$ cat config.mk
export PLATFORM = sky130hd
export DESIGN_NAME = cpx_resp
export DESIGN_NICKNAME = d
export VERILOG_FILES = /design/src/rtl/cpx_pkg.sv /design/src/rtl/cpx_decode.sv /design/src/rtl/cpx_seq.sv /design/src/rtl/cpx_regs.sv /design/src/rtl/cpx_resp.sv
export SDC_FILE = /design/constraint.sdc
export NUM_CORES = 2
export LEC_CHECK = 0
export BUFFER_PORTS_ARGS = -buffer_cell sky130_fd_sc_hd__buf_2
export CAP_MARGIN = 30
export CORE_MARGIN = 4
export CORE_UTILIZATION = 30
export DETAILED_ROUTE_END_ITERATION = 10
export HOLD_SLACK_MARGIN = 0.03
export PLACE_DENSITY = 0.51
export SYNTH_ARGS = -nofsm -noshare
export SYNTH_HDL_FRONTEND = slang
export SYNTH_HIERARCHICAL = 1
export SYNTH_SLANG_ARGS = --single-unit
export TNS_END_PERCENT = 1
$ cat constraint.sdc
create_clock -name clk_i -period 3 [get_ports clk_i]
set_input_delay 0.3 -clock clk_i [delete_from_list [all_inputs] [get_ports clk_i]]
set_output_delay 0.3 -clock clk_i [all_outputs]
set_load 0.01 [all_outputs]
$ cat src/rtl/cpx_pkg.sv
package cpx_pkg;
  localparam int INSN_W   = 32;
  localparam int CLS_LSB  = 25;
  localparam int N_BIT    = 22;
  localparam int L_BIT    = 20;
  localparam int CRD_LSB  = 12;
  localparam int CP_LSB   = 8;
  localparam int CRD_W    = 4;
  localparam int CP_W     = 4;
  localparam logic [2:0] CLS_CODE = 3'b110;

  typedef struct packed {
    logic             hit;
    logic             long_x;
    logic             load;
    logic [CRD_W-1:0] crd;
  } dec_t;
endpackage

$ cat src/rtl/cpx_decode.sv
module cpx_decode
  import cpx_pkg::*;
#(
  parameter logic [CP_W-1:0] CP_ID = 4'd5
) (
  input  logic [INSN_W-1:0] insn_i,
  output dec_t              dec_o
);
  always_comb begin
    dec_o.hit    = (insn_i[CLS_LSB+2:CLS_LSB] == CLS_CODE) &&
                   (insn_i[CP_LSB+CP_W-1:CP_LSB] == CP_ID);
    dec_o.long_x = insn_i[N_BIT];
    dec_o.load   = insn_i[L_BIT];
    dec_o.crd    = insn_i[CRD_LSB+CRD_W-1:CRD_LSB];
  end
endmodule

$ cat src/rtl/cpx_seq.sv
module cpx_seq
  import cpx_pkg::*;
#(
  parameter int IDX_W = CRD_W
) (
  input  logic             clk_i,
  input  logic             rst_ni,
  input  logic             issue_i,
  input  dec_t             dec_i,
  input  logic             xfer_i,
  input  logic             abort_i,
  output logic             start_o,
  output logic             busy_o,
  output logic             load_o,
  output logic [IDX_W-1:0] idx_o,
  output logic             step_o,
  output logic             fin_o,
  output logic             kill_o
);
  localparam logic [IDX_W-1:0] TOP_IDX = '1;

  logic             busy_q, load_q;
  logic [IDX_W-1:0] idx_q, end_q;

  assign start_o = issue_i & dec_i.hit & ~busy_q;
  assign step_o  = busy_q & xfer_i & ~abort_i;
  assign fin_o   = step_o & (idx_q == end_q);
  assign kill_o  = busy_q & abort_i;
  assign busy_o  = busy_q;
  assign load_o  = load_q;
  assign idx_o   = idx_q;

  always_ff @(posedge clk_i or negedge rst_ni) begin
    if (!rst_ni) begin
      busy_q <= 1'b0;
      load_q <= 1'b0;
      idx_q  <= '0;
      end_q  <= '0;
    end else if (start_o) begin
      busy_q <= 1'b1;
      load_q <= dec_i.load;
      idx_q  <= dec_i.crd;
      end_q  <= dec_i.long_x ? TOP_IDX : dec_i.crd;
    end else if (kill_o || fin_o) begin
      busy_q <= 1'b0;
    end else if (step_o) begin
      idx_q <= idx_q + 1'b1;
    end
  end
endmodule

$ cat src/rtl/cpx_regs.sv
module cpx_regs #(
  parameter int DATA_W = 32,
  parameter int IDX_W  = 4
) (
  input  logic              clk_i,
  input  logic              rst_ni,
  input  logic [IDX_W-1:0]  rd_idx_i,
  output logic [DATA_W-1:0] rd_data_o,
  input  logic              wr_en_i,
  input  logic [IDX_W-1:0]  wr_idx_i,
  input  logic [DATA_W-1:0] wr_data_i,
  input  logic              commit_i,
  input  logic              drop_i
);
  localparam int NREG = 1 << IDX_W;

  logic [DATA_W-1:0] rf_q [NREG];
  logic [DATA_W-1:0] sh_q [NREG];
  logic [NREG-1:0]   shv_q;

  assign rd_data_o = rf_q[rd_idx_i];

  for (genvar g = 0; g < NREG; g++) begin : g_ent
    logic hit_w;
    assign hit_w = wr_en_i && (wr_idx_i == IDX_W'(g));

    always_ff @(posedge clk_i or negedge rst_ni) begin
      if (!rst_ni) begin
        rf_q[g]  <= '0;
        sh_q[g]  <= '0;
        shv_q[g] <= 1'b0;
      end else if (commit_i) begin
        if (hit_w)         rf_q[g] <= wr_data_i;
        else if (shv_q[g]) rf_q[g] <= sh_q[g];
        shv_q[g] <= 1'b0;
      end else if (drop_i) begin
        shv_q[g] <= 1'b0;
      end else if (hit_w) begin
        sh_q[g]  <= wr_data_i;
        shv_q[g] <= 1'b1;
      end
    end
  end
endmodule

$ cat src/rtl/cpx_resp.sv
module cpx_resp
  import cpx_pkg::*;
#(
  parameter logic [CP_W-1:0] CP_ID  = 4'd5,
  parameter int              DATA_W = 32
) (
  input  logic              clk_i,
  input  logic              rst_ni,
  input  logic [INSN_W-1:0] insn_i,
  input  logic              issue_i,
  input  logic              xfer_i,
  input  logic [DATA_W-1:0] ld_data_i,
  input  logic              abort_i,
  output logic              accept_o,
  output logic [DATA_W-1:0] st_data_o,
  output logic              last_o
);
  localparam int IDX_W = CRD_W;

  dec_t             dec;
  logic             start, busy, load, step, fin, kill;
  logic [IDX_W-1:0] idx;
  logic [DATA_W-1:0] rd_data;

  cpx_decode #(.CP_ID(CP_ID)) u_dec (
    .insn_i (insn_i),
    .dec_o  (dec)
  );

  cpx_seq #(.IDX_W(IDX_W)) u_seq (
    .clk_i   (clk_i),
    .rst_ni  (rst_ni),
    .issue_i (issue_i),
    .dec_i   (dec),
    .xfer_i  (xfer_i),
    .abort_i (abort_i),
    .start_o (start),
    .busy_o  (busy),
    .load_o  (load),
    .idx_o   (idx),
    .step_o  (step),
    .fin_o   (fin),
    .kill_o  (kill)
  );

  cpx_regs #(.DATA_W(DATA_W), .IDX_W(IDX_W)) u_regs (
    .clk_i     (clk_i),
    .rst_ni    (rst_ni),
    .rd_idx_i  (idx),
    .rd_data_o (rd_data),
    .wr_en_i   (step & load),
    .wr_idx_i  (idx),
    .wr_data_i (ld_data_i),
    .commit_i  (fin & load),
    .drop_i    (kill | start)
  );

  assign accept_o  = start;
  assign last_o    = fin;
  assign st_data_o = (busy && !load) ? rd_data : '0;
endmodule

# Yosys cells after proc, flatten, opt, wreduce, memory -nomap -nowiden
# Cells that the tools add are included.
classes:
  n_addsub: 1
  mul: 0
  div: 0
  n_lt_le_gt_ge: 1
  eq_ne: 19
  n_shift: 0
  n_mux: 90
  n_bitwise: 14
  reduce_logical: 88
op_table:
  columns: ["cell", "count"]
  rows:
  - ["two-way mux 32 bit", 35]
  - ["binary-select mux 32 bit (select 4 bit)", 1]
  - ["two-way mux 1 bit", 50]
  - ["AND reduction 3 bit", 16]
  - ["nonzero test 3 bit", 16]
  - ["nonzero test 2 bit", 18]
  - ["AND reduction 2 bit", 17]
  - ["== test 4 bit, second input constant", 8]
  - ["== test 4 x 3 -> 1 bit, second input constant", 5]
  - ["logical AND 1 bit", 18]
  - ["two-way mux 4 bit", 4]
  - ["bitwise AND 1 bit", 8]
  - ["== test 4 x 2 -> 1 bit, second input constant", 2]
  - [">= comparator 5 bit, second input constant", 1]
  - ["inverter 4 -> 5 bit", 1]
  - ["adder 4 x 1 -> 4 bit, second input constant", 1]
  - ["== test 4 x 1 -> 1 bit, second input constant", 1]
  - ["== test 4 bit", 1]
  - ["zero test 4 bit", 1]
  - ["inverter 1 bit", 4]
  - ["== test 3 bit, second input constant", 1]
  - ["!= test 2 bit, second input constant", 1]
  - ["zero test 1 bit", 1]
  - ["logical OR 1 bit", 1]
  - ["bitwise OR 1 bit", 1]
word_totals:
  ff_bits: 1050
  latch_bits: 0
  ram_bits: 0
  romBits: 0
  output_inout_bits: 34
  wordCells: 265
  n_memories: 0

# Logic depth before layout (Yosys ltp)
logic_depth:
  word_depth: 7
  depth_mapped: 13
  ltp_nobuf: 9

# Cells and area by module
# Netlist, hierarchy kept.
modules_own_cells:
  columns: ["mod", "instances", "cells_per_inst", "area_each_um2", "seq_area_each_um2"]
  rows:
  - ["cpx_regs", 1, 3333, 45690.1, 26025.0]
  - ["cpx_seq", 1, 60, 545.5, 250.2]
  - ["cpx_resp", 1, 41, 371.6, 0.0]
  - ["cpx_decode", 1, 8, 68.8, 0.0]

# Worst setup path before layout
# No wires, ideal clock.
synth_timing:
  path_type: "input -> register"
  start: "in insn_i[11]"
  end: "reg u_regs/sh_q[395] (netlist bit)"
  t_arrival_ps: 2517
  slack_ps: 359
  path_stages: 13
  n_path_buf: 4
  cell_sequence: "nand4b_1 nor4b_2 nand2_1 or2_2 clkbuf_1 inv_1 or2_2 or2_1 buf_2 buf_2 nor2_2 buf_4 mux2_2"
synth_lines:
  columns: ["element", "line_no", "text"]
  rows:
  - ["start: declaration", "cpx_resp.sv:9", "input logic [INSN_W-1:0] insn_i,"]
  - ["end signal: indexed assignment", "cpx_regs.sv:39", "sh_q[g] <= wr_data_i;"]
  - ["end: declaration", "cpx_regs.sv:18", "logic [DATA_W-1:0] sh_q [NREG];"]

# Worst setup path in the final report
layout_timing:
  start: "reg u_seq.idx_q[0] (netlist: u_seq/idx_o[0])"
  end: "out st_data_o[1]"
layout_between:
  elab_chain_cells: 5
layout_lines:
  columns: ["element", "line_no", "text"]
  rows:
  - ["start: declaration", "cpx_seq.sv:23", "logic [IDX_W-1:0] idx_q, end_q;"]
  - ["start signal: assignment", "cpx_seq.sv:42", "idx_q <= dec_i.crd;"]
  - ["start signal: assignment", "cpx_seq.sv:47", "idx_q <= idx_q + 1'b1;"]
  - ["inverter 4 -> 5 bit (implied by the code)", "cpx_regs.sv:21", "assign rd_data_o = rf_q[rd_idx_i];"]
  - ["binary-select mux 32 bit (select 4 bit)", "cpx_regs.sv:21", null]
  - ["two-way mux 32 bit (implied by the code) (2 in a row)", "cpx_regs.sv:21", null]
  - ["named net rd_data[1]", "cpx_resp.sv:23", "logic [DATA_W-1:0] rd_data;"]
  - ["two-way mux 32 bit", "cpx_resp.sv:60", "assign st_data_o = (busy && !load) ? rd_data : '0;"]
  - ["end: declaration", "cpx_resp.sv:15", "output logic [DATA_W-1:0] st_data_o,"]
# The timed path passes the listed nets, and every way through them passes these cells. The select of a mux whose other input is x is not followed.

==> reports/metrics.csv <==
stage,metric,value,unit
worst_setup_path,critPathRequiredTime,2.70,ns
global_routing,grt_max_degree,132,
power,p_leak,0.0260,uW
timing,holdWs,0.115,ns
job,cap_violations,0,
floorplan,start_util,30.2,%
global_routing,grt_first_pass_wirelength,235000,um
min_path,hp-class,input pin to async pin,
finish,n_fill_cell,14700,
power,vdd_ir_drop_max,0.000447,V
finish,area_delta_synth_final,18.2,%
timing,timing.final.ws_setup,-0.287,ns
global_routing,grt_pass1_vias,32800,
power,powerDensity,555,nW/um^2
worst_setup_path,end_kind,primary output,
floorplan,die_x,402,um
synth,synth_cell_types,47,
outcome,violations,setup timing,
synth,ys_seq_area_share,56.3,%
worst_setup_path,cp.arrival,2.99,ns
finish,fin_nets,3543,
outcome,status,finished with violations,
placed_design,gp_congestion,0.763,
placed_design,io_buffers,83,
placed_design,dp_slack,0.190,ns
synth,async_reset_ff_share,100,%
clocking,cts_tree,done,
clocking,cts_buffer_depth,3,
route,drcViolationCount,0,
finish,drive_above_1_share,33.1,%
clocking,insertion_delay,0.75,ns
power,finalPower,30600,uW
timing,slew_viol_final,0,
route,routed_wl,160000,um
clocking,cts_buffers,115,
synth,ys.warnings.count,6,
timing,rsz0062_at_grt,true,
finish,fin_area,55200,um^2
timing,max_slew_margin,46.5,%
worst_setup_path,ff2ff_setup_slack,0.07,ns
worst_setup_path,cp-start-kind,flip-flop,
finish,final_common_cell,dfrtp_1,
global_routing,antenna_found_initial,8,
floorplan,rows,144,
global_routing,gr-total-overflow,0,
timing,fin_crit,3.29,ns
worst_setup_path,worstSetupPathType,flip-flop to primary output,
route,vias_per_cell,5.68,
global_routing,grt_use_total,19.4,%
floorplan,die_h,402,um
timing,tightest_slew,0.803,ns
route,ant_nets,0,
finish,multi_input_area,19100,um^2
timing,finClkSkew,0.0489,ns
finish,final_cell_mix,"dfrtp_1, o22ai_1, a2bb2oi_1",
worst_setup_path,path_max_fanout,9,
clocking,clock-sinks,1050,
synth,synth_cells,3442,
clocking,cts-root-buf,clkbuf_16,
synth,synth_enable_flop_cells,0,
route,wl_per_cell,28.5,um
placed_design,post-dp-hpwl,92500,um
timing,hold_viol,0,
finish,ff_latch_area,26300,um^2
synth,syn_nets,3512,
synth,syn_area_per_cell,13.6,um^2
timing,max_freq,304,MHz
clocking,clkSlewWorstSetupHoldPaths,0.06,ns
floorplan,core_area,154000,um^2
timing,setup_viol,32,
placed_design,placed_cell_area,50400,um^2
synth,ys.flop_type,dfrtp_1,
synth,syn_area,46700,um^2
worst_setup_path,reg2reg_depth,11,
route,drtIter0Drc,2628,
route,num_vias,31800,
clocking,cts-htree-levels,3,
floorplan,ios,103,
route,drt_pass1_iterations,5,
floorplan,die_area,162000,um^2
timing,fin_tns_setup,-6.87,ns
synth,synth-seq-cells,1050,
timing,fin_crit_sh,110,%
report_power, final:
group          total (uW)  internal, uW  switching, uW
Combinational        2040           712           1320
Clock               14400          8350           6030
Sequential          14200         14200           26.6
layer usage:
| layer | share of wire [%] | global-route usage [%] | up-vias |
|---|---|---|---|
| li1 | - | - | 13500 |
| met1 | 45 | 27.5 | 17000 |
| met2 | 46 | 29.7 | 1053 |
| met3 | 6.7 | 4.22 | 249 |
| met4 | 3.0 | 6.07 | 2 |
| met5 | 0.0081 | 0 | - |
logic make-up after synthesis:
family          share of synthesized area [%]
compound gates                           18.2
fa+ha+maj                              0.0268
flops                                    56.3
mux                                      19.0
simple gates                             2.35
xor+xnor                               0.0938
buf+inv                                  4.04
sequential cells by signal, indices dropped and copies added (netlist names):
| register | count |
|---|---|
| u_seq/load_o | 1 |
| u_seq/end_q | 4 |
| u_seq/idx_o | 4 |
| u_regs/rf_q | 512 |
| u_regs/sh_q | 512 |
| u_regs/shv_q | 16 |
| u_seq/busy_o | 1 |
synthesized netlist by cell type, drive strengths merged (2+ instances only):
master | number | area share [%]
dfrtp | 1050 | 56
a2bb2oi | 512 | 9.6
mux2 | 512 | 13
o22ai | 512 | 6.9
clkbuf | 248 | 2.0
buf | 166 | 2.0
mux4 | 128 | 6.2
nor2 | 69 | 0.66
a22oi | 64 | 1.0
nand2 | 60 | 0.50
and3b | 34 | 0.72
o21ai | 22 | 0.28
o21a | 16 | 0.26
nand3 | 7 | 0.075
xnor2 | 5 | 0.094
and2 | 4 | 0.059
inv | 4 | 0.032
nor2b | 4 | 0.054
or2 | 4 | 0.054
nand2b | 3 | 0.040
nand3b | 3 | 0.048
a21o | 2 | 0.038
a31oi | 2 | 0.027
and3 | 2 | 0.030
critical path, stage by stage (launching register included):
cell and delay [ns]:
dfrtp_4 0.47, buf_12 0.14, buf_16 0.16, buf_12 0.17, mux4_2 0.55, a22oi_2 0.31
nand2_1 0.08, and3b_2 0.22, buf_2 0.14
repair_timing:
action	4_1_cts	5_1_grt
cloned	4	2
buffers inserted	14	13
pin swaps	18	13
setup endpoints to repair	32	62
hold buffers	10	0
gates resized for setup	56	32
hold endpoints to repair	120	0
cell type report:
| type | count | area share [%] |
|---|---|---|
| Clock buffer | 178 | 6.21 |
| Tap cell | 2044 | 4.64 |
| Sequential cell | 1050 | 47.6 |
| Antenna cell | 1 | 0.00454 |
| Inverter | 4 | 0.0272 |
| Timing Repair Buffer | 328 | 6.17 |
| Multi-Input combinational cell | 1974 | 34.6 |
| Clock inverter | 31 | 0.728 |
per-stage QoR:
step,std cells,utilization [%]
after global placement,5358,32.6
final,5610,35.7
after CTS,5596,35.6
after detailed placement,5359,32.7
after floorplan,3442,-
after global routing,5609,35.7
final timing paths:
| kind | startpoint | to |
|---|---|---|
| max | u_seq/idx_o[0] | st_data_o[1] |
| min | rst_ni | u_regs/sh_q[377] |
| max reg2reg | u_seq/idx_o[0] | u_regs/sh_q[320] |
| min reg2reg | u_regs/sh_q[147] | u_regs/sh_q[147] |
| max in group asynchronous | rst_ni | u_regs/rf_q[323] |
| min in group clk_i | xfer_i | u_seq/idx_o[2] |
Note: power is estimated with default switching activity, not from simulation.
